**config.mk**
```make
export PLATFORM = sky130hd
export DESIGN_NAME = serial_rx
export DESIGN_NICKNAME = d
export VERILOG_FILES = /design/src/rtl/serial_rx_pkg.sv /design/src/rtl/serial_rx_sync.sv /design/src/rtl/serial_rx_timer.sv /design/src/rtl/serial_rx_break.sv /design/src/rtl/serial_rx.sv
export SDC_FILE = /design/constraint.sdc
export NUM_CORES = 1
export LEC_CHECK = 0
export ABC_AREA = 1
export ABC_CLOCK_PERIOD_IN_PS = 3200
export CAP_MARGIN = 30
export CORE_MARGIN = 1.5
export CORE_UTILIZATION = 25
export DETAILED_ROUTE_END_ITERATION = 10
export DONT_BUFFER_PORTS = 1
export SYNTH_ARGS = -nofsm -noshare
export SYNTH_HDL_FRONTEND = slang
export SYNTH_HIERARCHICAL = 1
export SYNTH_SLANG_ARGS = --single-unit
```
**constraint.sdc**
```tcl
create_clock -name clk -period 3.2 [get_ports clk]
set_input_delay 0.64 -clock clk [delete_from_list [all_inputs] [get_ports clk]]
set_output_delay 0.64 -clock clk [all_outputs]
set_load 0.05 [all_outputs]
```
**src/rtl/serial_rx_pkg.sv**
```systemverilog
package serial_rx_pkg;
  typedef enum logic [1:0] {
    PAR_NONE = 2'd0,
    PAR_EVEN = 2'd1,
    PAR_ODD  = 2'd2
  } par_mode_e;

  typedef enum logic [2:0] {
    S_IDLE,
    S_START,
    S_DATA,
    S_PAR,
    S_STOP,
    S_HOLD
  } rx_state_e;
endpackage

```
**src/rtl/serial_rx_sync.sv**
```systemverilog
module serial_rx_sync #(
  parameter int STAGES = 2
) (
  input  logic clk,
  input  logic rst_n,
  input  logic d,
  output logic q
);
  logic [STAGES-1:0] chain;

  always_ff @(posedge clk or negedge rst_n) begin
    if (!rst_n) chain[0] <= 1'b1;
    else        chain[0] <= d;
  end

  for (genvar i = 1; i < STAGES; i++) begin : g_stage
    always_ff @(posedge clk or negedge rst_n) begin
      if (!rst_n) chain[i] <= 1'b1;
      else        chain[i] <= chain[i-1];
    end
  end

  assign q = chain[STAGES-1];
endmodule

```
**src/rtl/serial_rx_timer.sv**
```systemverilog
module serial_rx_timer #(
  parameter int DIV_W = 16
) (
  input  logic             clk,
  input  logic             rst_n,
  input  logic [DIV_W-1:0] divisor,
  input  logic             load_half,
  input  logic             load_full,
  output logic             tick
);
  logic [DIV_W-1:0] cnt;

  always_ff @(posedge clk or negedge rst_n) begin
    if (!rst_n)              cnt <= '0;
    else if (load_half)      cnt <= divisor >> 1;
    else if (load_full)      cnt <= divisor;
    else if (cnt != '0)      cnt <= cnt - 1'b1;
  end

  assign tick = (cnt == '0);
endmodule

```
**src/rtl/serial_rx_break.sv**
```systemverilog
module serial_rx_break #(
  parameter int DIV_W     = 16,
  parameter int CHAR_BITS = 12
) (
  input  logic             clk,
  input  logic             rst_n,
  input  logic             line,
  input  logic [DIV_W-1:0] divisor,
  output logic             brk
);
  localparam int CW = DIV_W + $clog2(CHAR_BITS + 1) + 1;

  logic [CW-1:0] limit;
  logic [CW-1:0] low_cnt;

  assign limit = CW'(CHAR_BITS) * (CW'(divisor) + CW'(1));

  always_ff @(posedge clk or negedge rst_n) begin
    if (!rst_n) begin
      low_cnt <= '0;
      brk     <= 1'b0;
    end else begin
      brk <= !line && (low_cnt == limit);
      if (line)                 low_cnt <= '0;
      else if (low_cnt <= limit) low_cnt <= low_cnt + 1'b1;
    end
  end

  // one pulse per low period
  a_r9_break_single: assert property (@(posedge clk) disable iff (!rst_n)
    brk |=> !brk);
endmodule

```
**src/rtl/serial_rx.sv**
```systemverilog
module serial_rx
  import serial_rx_pkg::*;
#(
  parameter int DATA_W      = 8,
  parameter int PARITY      = 1,
  parameter int STOP_BITS   = 2,
  parameter int SYNC_STAGES = 2,
  parameter int DIV_W       = 16
) (
  input  logic              clk,
  input  logic              rst_n,
  input  logic              rxd,
  input  logic [DIV_W-1:0]  divisor,
  output logic [DATA_W-1:0] rx_data,
  output logic              rx_valid,
  output logic              parity_err,
  output logic              frame_err,
  output logic              break_det
);
  localparam bit HAS_PAR   = (PARITY != 0);
  localparam int CHAR_BITS = 1 + DATA_W + (HAS_PAR ? 1 : 0) + STOP_BITS;
  localparam int IDX_W     = $clog2(DATA_W + 1);

  rx_state_e         state;
  logic              rxs, rxs_q, fall, tick, load_half, load_full;
  logic [IDX_W-1:0]  bit_idx;
  logic [DATA_W-1:0] shreg;
  logic              par_bit, exp_par;

  serial_rx_sync #(.STAGES(SYNC_STAGES)) u_sync (
    .clk(clk), .rst_n(rst_n), .d(rxd), .q(rxs));

  serial_rx_timer #(.DIV_W(DIV_W)) u_timer (
    .clk(clk), .rst_n(rst_n), .divisor(divisor),
    .load_half(load_half), .load_full(load_full), .tick(tick));

  serial_rx_break #(.DIV_W(DIV_W), .CHAR_BITS(CHAR_BITS)) u_break (
    .clk(clk), .rst_n(rst_n), .line(rxs), .divisor(divisor), .brk(break_det));

  assign fall      = rxs_q && !rxs;
  assign load_half = (state == S_IDLE) && fall;
  assign load_full = tick && (((state == S_START) && !rxs) ||
                              (state == S_DATA) || (state == S_PAR));

  if (PARITY == int'(PAR_ODD)) begin : g_odd
    assign exp_par = ~^shreg;
  end else begin : g_even
    assign exp_par = ^shreg;
  end

  always_ff @(posedge clk or negedge rst_n) begin
    if (!rst_n) begin
      state      <= S_IDLE;
      rxs_q      <= 1'b1;
      bit_idx    <= '0;
      shreg      <= '0;
      par_bit    <= 1'b0;
      rx_data    <= '0;
      rx_valid   <= 1'b0;
      parity_err <= 1'b0;
      frame_err  <= 1'b0;
    end else begin
      rxs_q      <= rxs;
      rx_valid   <= 1'b0;
      parity_err <= 1'b0;
      frame_err  <= 1'b0;
      case (state)
        S_IDLE:  if (fall) state <= S_START;
        S_START: if (tick) begin
          if (rxs) state <= S_IDLE;
          else begin
            state   <= S_DATA;
            bit_idx <= '0;
          end
        end
        S_DATA:  if (tick) begin
          shreg <= {rxs, shreg[DATA_W-1:1]};
          if (bit_idx == IDX_W'(DATA_W - 1)) state <= HAS_PAR ? S_PAR : S_STOP;
          else bit_idx <= bit_idx + 1'b1;
        end
        S_PAR:   if (tick) begin
          par_bit <= rxs;
          state   <= S_STOP;
        end
        S_STOP:  if (tick) begin
          rx_valid   <= 1'b1;
          rx_data    <= shreg;
          frame_err  <= !rxs;
          parity_err <= HAS_PAR && (par_bit != exp_par);
          state      <= S_IDLE;
        end
        S_HOLD:  if (rxs) state <= S_IDLE;
        default: state <= S_IDLE;
      endcase
      if (break_det) state <= S_HOLD;
    end
  end

  // the data strobe lasts one cycle
  a_r3_valid_pulse: assert property (@(posedge clk) disable iff (!rst_n)
    rx_valid |=> !rx_valid);
  // the framing verdict accompanies a delivered character
  a_r6_ferr_with_valid: assert property (@(posedge clk) disable iff (!rst_n)
    frame_err |-> rx_valid);
  // the parity verdict accompanies a delivered character
  a_r5_perr_with_valid: assert property (@(posedge clk) disable iff (!rst_n)
    parity_err |-> rx_valid);
  // after a break the receiver stays parked while the line is low
  a_r10_hold_until_high: assert property (@(posedge clk) disable iff (!rst_n)
    (state == S_HOLD) && !rxs && !break_det |=> (state == S_HOLD));
endmodule

```
==> results of run 1 <==
repair_timing:
action	in CTS	in global routing
buffers inserted	7	3
pin swaps	16	8
endpoints found under the hold margin	65	0
gates resized for setup	19	51
setup endpoints to repair	22	26
hold buffers	1	0
gates cloned	1	3
metal layers:
metal	up-vias	wire length (um)	global-route usage [%]
met5	-	0	0
met3	18	709	2.77
met4	0	178	3.81
met2	113	7710	23.7
met1	2685	7080	16.7
li1	2980	-	-
power by group through the flow:
stage / combinational (mW) / sequential, mW / clock [mW]
floorplan: 0.896 / 1.08 / 0
detailed placement: 1.16 / 1.12 / 0
finish: 1.22 / 1.10 / 1.25
global placement: 1.14 / 1.11 / 0
global route: 1.41 / 1.12 / 1.32
CTS: 1.20 / 1.10 / 1.29
critical path, delay by kind of cell:
kind	cells	cell delay, ps
and+or+nand+nor	20	1890
buffers and inverters	5	480
adders and majority gates	3	710
xor gates and xnor gates	1	190
Yosys cell counts (all sizes together), types with 3 or more instances:
master / instances / area, um^2
a21oi: 45 / 225
buf: 8 / 62.6
clkbuf: 6 / 22.5
dfrtp: 65 / 1630
dfstp: 3 / 78.8
ha: 39 / 488
inv: 93 / 354
nand2: 268 / 1100
nand3: 65 / 378
nand3b: 13 / 97.6
nand4: 22 / 153
nor2: 94 / 454
nor3: 17 / 90.1
nor4: 5 / 31.3
o211ai: 4 / 30.0
o21a: 9 / 67.6
o21ai: 40 / 211
or2: 4 / 25.0
xnor2: 15 / 131
xor2: 22 / 193
state kept, by name, summed over array words and instances (netlist names):
name and flops:
u_break/brk 1, shreg 8, rxs_q 1, frame_err 1
state 3, u_sync/chain 1, par_bit 1, parity_err 1
u_break/low_cnt 21, bit_idx 4, u_timer/cnt 16, u_sync/q 1
rx_data 8, rx_valid 1
final cells by class:
cell class	instances	area, um^2	share of cell area (%)
multi-input combinational	673	4150	52.9
sequential	68	1710	21.7
timing repair buffer	100	876	11.2
tap	319	399	5.09
inverter	93	354	4.51
clock buffer	10	229	2.92
clock inverter	6	136	1.74
final timing paths:
kind | start | end
worst max register to register | u_timer/cnt[0] | u_timer/cnt[7]
worst min register to register | u_sync/chain[0] | u_sync/q
min in group clk | rxd | u_sync/chain[0]
worst max-delay path | divisor[0] | u_break/low_cnt[18]
worst min-delay path | rst_n | rxs_q
max in group asynchronous | rst_n | u_break/low_cnt[13]
kinds of logic after synthesis:
family	share of synthesized area [%]
simple gates	39.7
buf+inv	7.43
compound gates	9.93
flops	28.9
fa+ha+maj	8.26
xor+xnor	5.48
mux	0.360
through the flow:
stage | setup TNS [ps] | util, % | instance area, um^2
detailed placement | -18070 | 29.9 | 6970
global placement | -15930 | 29.9 | 6970
CTS | -7820 | 32.3 | 7540
global route | -15100 | 33.6 | 7850
finish | -9110 | 33.6 | 7850
floorplan | -11780 | - | 6000
==> impl_metrics.yaml, run 1 <==
outcome:
  status: "finished with violations"
  violations: "negative setup slack"
global_routing:
  grt_max_degree: 66
  grt_pass1_wl_um: 26800
  grt-ovfl-total: 0
  antenna_found_initial: 0
  grt_use_total_pct: 13.5
  grt_pass1_vias: 5556
power_and_ir_drop:
  p_clk_share_pct: 34.9
  p_seq_share_pct: 30.9
  swShare_pct: 34.9
  p_total_mw: 3.58
  switching_power_mw: 1.25
  p_int_mw: 2.33
  pwr_density_cell_mw_per_mm2: 456
  peakVddDrop_v: 0.000270
  p_leak_nw: 3.82
  p_comb_share_pct: 34.2
routing:
  drcViolationCount: 0
  first_pass_iters: 5
  ant_nets: 0
  drt_iter0_drc: 374
  wl_um: 15700
  vias: 5796
  vias_per_cell: 4.57
  post_drt_wl_per_cell_um: 12.4
critical_path:
  worst_ep_required_time_ps: 3470
  critPathMaxFanout: 6
  worstSetupStartpointType: "input pin"
  setup.worst_path.class: "in -> reg"
  reg2reg_depth: 16
  rrSetupSlack_ps: 400
  worstPathArrival_ps: 3930
  max_stage_delay_ps: 310
  cp_slowest_cell: "ha_4"
  end_kind: "flip-flop"
synth:
  syn_nets: 906
  ys_seq_area_share_pct: 28.9
  synth_edf_count: 0
  synth-seq-cells: 68
  synth_area_per_cell_um2: 6.97
  synthFlopType: "dfrtp_1"
  yosys_warnings: 6
  ys_types: 45
  postSynthCellCount: 848
  async_flop_share_pct: 100
  synth.cell_area_mm2: 0.00591
die:
  initial_utilization_pct: 25.3
  ios: 31
  die_x_um: 157
  rows: 56
  core_mm2: 0.0233
  die-area_mm2: 0.0246
  die_y_um: 157
place:
  io_buffers: 0
  gp_congestion: 0.858
  hpwl_um: 11400
  pre_cts_ws_ps: -874
  dp_cells: 1238
cells_and_area:
  layout-drive-gt1-share_pct: 26.7
  fin_cells: 1269
  n_antenna_cell: 0
  layout_common_cells: "nand2_1 (224), buf_4 (91), inv_1 (77)"
  fin_nets: 1003
  layout_commonest_cell: "nand2_1"
  nFillCells: 2407
  syn_to_final_growth_pct: 32.8
clock_tree:
  cts_tree: "yes"
  clkSlewWorstSetupHoldPaths_ps: 60
  ctsHtreeMaxLevel: 3
  clock-sinks: 68
  clk_latency_ps: 350
  cts_buffers: 9
  root_buffer: "clkbuf_16"
  clock_path_buffers: 2
sta:
  slew_headroom_pct: 49.9
  finalMaxSlewViolations: 0
  hold_viol_final: 0
  finalCritPeriodShare_pct: 114
  fin_crit_ps: 3660
  hold_ws_ps: 137
  fin_skew_ps: 13.4
  worst_slew_pin_slew_ps: 747
  layout_setup_ws_ps: -457
  max_freq_mhz: 273
  setup_viol: 22
  rsz0062_at_grt: "yes"
min_path:
  min_path_type: "in -> async"
job:
  max_cap_violations: 0
Power figures use the tool's default switching activity.
==> inputs of run 2 (changes only) <==
Settings changed: CTS_BUF_LIST set to sky130_fd_sc_hd__clkbuf_8.
==> run 2 against run 1 <==
Net effect: the run still ends with negative setup slack left; global-route usage decreased by 0.31 points; sequential share of layout area up 0.55 points; combinational power about the same; first-iteration DRC count is 4.5% higher; utilization down 0.83 points; clock skew increased by 2.7 ps; via count down 1.4%; critical path depth decreased by 2; cell count is 0.24% lower; largest cell class unchanged.
==> impl_metrics.yaml, run 2 (synthesized netlist as in run 1, its figures left out) <==
cells_and_area:
  fin_nets: 1000
  syn_to_final_growth_pct: 29.5
  regArea_mm2: 0.00171
  multi_input_area_mm2: 0.00412
  n_antenna_cell: 0
  largest_register_ffs: 21
  top_register: "u_break/low_cnt"
  fin_area_mm2: 0.00766
  top_regs: "u_break/low_cnt: 21 flops, u_timer/cnt: 16 flops"
  layout_common_cells: "nand2_1 (229), buf_4 (91), inv_1 (77)"
  nFillCells: 2445
  final_core_util_pct: 32.8
  layout_commonest_cell: "nand2_1"
  layout-drive-gt1-share_pct: 26.0
sta:
  hold_viol_final: 0
  rsz0062_at_grt: "yes"
  setup_viol: 22
  fin_crit_ps: 3700
  finalCritPeriodShare_pct: 116
  worst_slew_pin_slew_ps: 752
  layout_setup_ws_ps: -496
  slew_headroom_pct: 49.6
  fin_skew_ps: 16.0
  finalMaxSlewViolations: 0
  max_freq_mhz: 271
clock_tree:
  root_buffer: "clkbuf_8"
  cts_buffers: 9
  clkSlewWorstSetupHoldPaths_ps: 80
  clock_path_buffers: 2
  clock-sinks: 68
  cts_tree: "yes"
  clk_latency_ps: 370
  ctsHtreeMaxLevel: 3
global_routing:
  gr-usage-met2_pct: 23.1
  grt-ovfl-total: 0
  grt_pass1_wl_um: 26200
  grtUsageMet3_pct: 2.71
  grt_use_met1_pct: 16.3
  grt_busiest_layer: "met2"
  grt_pass1_vias: 5472
  grt_use_total_pct: 13.2
  antenna_found_initial: 0
  grt_max_degree: 66
die:
  die_y_um: 157
  ios: 31
  core_mm2: 0.0233
  initial_utilization_pct: 25.3
  die-area_mm2: 0.0246
  rows: 56
  die_x_um: 157
critical_path:
  crit_family: "simple AND/OR/NAND/NOR gates"
  worstSetupStartpointType: "input pin"
  worstPathArrival_ps: 3990
  r2r-start: "u_timer/cnt[0]"
  critPathMaxFanout: 6
  worst_ep_required_time_ps: 3500
  startpoint: "divisor[0]"
  rrSetupSlack_ps: 350
  cp_slowest_cell: "ha_1"
  crit_buf_inv: 3
  reg2reg_depth: 16
  max_stage_delay_ps: 270
  end_kind: "flip-flop"
  setup.worst_path.class: "in -> reg"
  r2r-end: "u_timer/cnt[7]"
outcome:
  status: "finished with violations"
  violations: "negative setup slack"
place:
  gp_congestion: 0.858
  io_buffers: 0
  hpwl_um: 11400
  placed_area_mm2: 0.00697
job:
  max_cap_violations: 0
power_and_ir_drop:
  p_leak_nw: 3.70
  peakVddDrop_v: 0.000184
  pwr_density_cell_mw_per_mm2: 430
min_path:
  min_path_type: "in -> async"
routing:
  drt_iter0_drc: 391
  vias_per_cell: 4.51
  post_drt_wl_per_cell_um: 12.2
  drcViolationCount: 0
  vias: 5715
  first_pass_iters: 5
  wl_um: 15400
  ant_nets: 0
run 2: cell type report:
cell class / count / area share, %
Multi-Input combinational cell: 673 / 53.8
Sequential cell: 68 / 22.3
Timing Repair Buffer: 97 / 10.6
Tap cell: 319 / 5.21
Inverter: 93 / 4.66
Clock inverter: 7 / 1.83
Clock buffer: 9 / 1.62
run 2: per-stage QoR:
stage	total power, mW	instances	setup slack, ps	hold slack, ps	setup TNS [ps]
floorplan	1.98	848	-579	344	-11780
global placement	2.25	1238	-759	347	-15930
detailed placement	2.27	1238	-874	348	-18070
CTS	3.31	1258	-356	87.5	-6940
global route	3.57	1266	-693	82.8	-14290
finish	3.29	1266	-496	115	-9850
run 2: how the worst max path moves through the flow:
stage	depth (start not counted)	endpoint
after floorplan	26	u_break/low_cnt[19]
final	27	u_break/low_cnt[7]
after detailed placement	25	u_break/low_cnt[13]
after CTS	27	u_break/low_cnt[18]
after global placement	26	u_break/low_cnt[19]
after global routing	27	u_break/low_cnt[18]
run 2: layer usage:
layer / vias up / part of all wire (%)
li1: 2965 / -
met1: 2636 / 46
met2: 101 / 49
met3: 13 / 4.1
met4: 0 / 1.2
met5: - / 0
run 2: repair_timing:
item	4_1_cts	5_1_grt
cloned	0	3
pin swaps	5	16
gates resized for setup	12	50
setup buffers	3	5
hold endpoints to repair	65	0
hold buffers	1	0
endpoints found under the setup margin	22	26
run 2: report_power, final:
part | switching, mW | total (mW) | leakage (nW) | internal [mW]
Combinational | 0.716 | 1.23 | 2.67 | 0.513
Clock | 0.368 | 0.964 | 0.131 | 0.595
Sequential | 0.128 | 1.10 | 0.903 | 0.973
==> inputs of run 3 (changes only) <==
Settings changed: PLACE_DENSITY_LB_ADDON set to 0.3.
==> run 3 against run 2 <==
Net effect: the run still ends with negative setup slack left; cell count shrank 0.32%; first-iteration DRC count shrank 29%; setup slack gained 79 ps; combinational power is essentially flat; non-clock buffer count shrank 4; count of clock-buffer cells in the layout is the same; clock power shrank 14%; worst hold slack lost 0.75 ps; clock skew shrank 3.7 ps; sequential power is essentially flat; critical path type unchanged; critical endpoint is now u_break/low_cnt[16]; largest power group unchanged; highest routed layer unchanged.
==> impl_metrics.yaml, run 3 (synthesized netlist as in run 1, its figures left out) <==
cells_and_area:
  top_regs: "u_break/low_cnt: 21 flops, u_timer/cnt: 16 flops"
  syn_to_final_growth_pct: 27.7
  fin_nets: 996
  fin_area_mm2: 0.00755
  top_register: "u_break/low_cnt"
  layout_commonest_cell: "nand2_1"
  largest_register_ffs: 21
  layout-drive-gt1-share_pct: 24.8
  n_antenna_cell: 0
  final_core_util_pct: 32.4
  layout_common_cells: "nand2_1 (229), buf_4 (83), inv_1 (79)"
global_routing:
  grt_pass1_wl_um: 26800
  grt_max_degree: 66
  grt-ovfl-total: 0
  grt_pass1_vias: 5446
  antenna_found_initial: 0
  grt_use_total_pct: 13.7
die:
  rows: 56
  die_x_um: 157
  core_mm2: 0.0233
  die_y_um: 157
  die-area_mm2: 0.0246
  ios: 31
  initial_utilization_pct: 25.3
job:
  max_cap_violations: 0
power_and_ir_drop:
  p_total_mw: 3.15
  peakVddDrop_v: 0.000197
  pwr_density_cell_mw_per_mm2: 417
  p_leak_nw: 3.65
critical_path:
  worst_ep_required_time_ps: 3450
  r2r-start: "u_timer/cnt[0]"
  worstPathArrival_ps: 3870
  rrSetupSlack_ps: 290
  end_kind: "flip-flop"
  r2r-end: "u_timer/cnt[11]"
  setup.worst_path.class: "in -> reg"
  critPathMaxFanout: 6
  worstSetupStartpointType: "input pin"
  reg2reg_depth: 16
routing:
  first_pass_iters: 5
  ant_nets: 0
  post_drt_wl_per_cell_um: 12.6
  vias: 5688
  drt_iter0_drc: 276
  vias_per_cell: 4.51
  wl_um: 15900
  drcViolationCount: 0
sta:
  fin_crit_ps: 3620
  fin_skew_ps: 12.4
  max_freq_mhz: 276
  finalMaxSlewViolations: 0
  slew_headroom_pct: 58.1
  finalCritPeriodShare_pct: 113
  worst_slew_pin_slew_ps: 625
  setup_viol: 22
  hold_viol_final: 0
  fin_tns_setup_ps: -8280
  layout_setup_ws_ps: -417
  rsz0062_at_grt: "yes"
place:
  hpwl_um: 11900
  io_buffers: 0
  gp_congestion: 0.825
  pre_cts_ws_ps: -921
  placed_area_mm2: 0.00693
outcome:
  status: "finished with violations"
  violations: "negative setup slack"
min_path:
  min_path_type: "in -> async"
clock_tree:
  clkSlewWorstSetupHoldPaths_ps: 70
  clock_path_buffers: 2
  clock-sinks: 68
  root_buffer: "clkbuf_8"
  ctsHtreeMaxLevel: 3
  clk_latency_ps: 370
  cts_buffers: 9
  cts_tree: "yes"
-- run 3: cell types whose count changed in the layout (fill, tap and decap cells not counted), sizes merged --
cell,previous run,this run
bufinv,4,2
clkinv,1,3
buf,95,91
-- run 3: metal layers --
layer | GRT usage [%] | wire length [um]
met1 | 17.7 | 7630
met2 | 22.9 | 7560
met3 | 3.02 | 548
met4 | 3.40 | 205
met5 | 0 | 0
-- run 3: through the flow --
stage | std cells | hold WS (ps)
3_5_place_dp | 1234 | 347
4_1_cts | 1253 | 87.6
6_report | 1262 | 114
2_1_floorplan | 848 | 344
3_3_place_gp | 1234 | 346
5_1_grt | 1262 | 84.5
-- run 3: how the worst max path moves through the flow --
stage               startpoint             endpoint  cells past startpoint
finish              divisor[0]  u_break/low_cnt[16]                     28
global route        divisor[0]  u_break/low_cnt[16]                     26
CTS                 divisor[0]  u_break/low_cnt[16]                     28
detailed placement  divisor[0]  u_break/low_cnt[12]                     26
global placement    divisor[0]  u_break/low_cnt[17]                     26
floorplan           divisor[0]  u_break/low_cnt[19]                     26
-- run 3: layout make-up --
class,count,area (um^2)
tap,319,399
inverter,93,354
clock buffer,9,124
fill,2485,15800
clock inverter,7,98.8
multi-input combinational,673,4070
sequential,68,1710
timing repair buffer,93,797
-- run 3: where the power goes --
part / internal [mW] / switching (mW) / total [mW] / leakage (nW)
Clock: 0.443 / 0.390 / 0.833 / 0.110
Sequential: 0.973 / 0.132 / 1.11 / 0.903
Combinational: 0.499 / 0.714 / 1.21 / 2.64
Total: 1.92 / 1.24 / 3.15 / 3.65
-- run 3: worst max-delay path, cell delays in order --
cell	delay (ps)
ha_4	130
nand3_4	110
nor2_4	130
nand2_4	70
nor3_4	140
buf_4	170
xor2_4	210
ha_4	180
buf_4	110
nand2_4	50
nor3_4	170
inv_1	50
nor2_1	80
nand2_1	70
nand4_1	70
nand2_1	60
ha_1	260
nand2_1	60
inv_1	60
nand3_2	90
nor3_4	200
nand3_2	110
nand3_2	110
nand2_4	90
buf_4	160
clkbuf_16	140
nand3_1	70
nand2_1	70
-- run 3: repair_timing --
item	CTS	global route
setup buffers	0	7
endpoints found under the hold margin	65	0
endpoints found under the setup margin	22	37
gates resized for setup	33	24
hold buffers	1	0
gates cloned	2	2
pin swaps	16	7
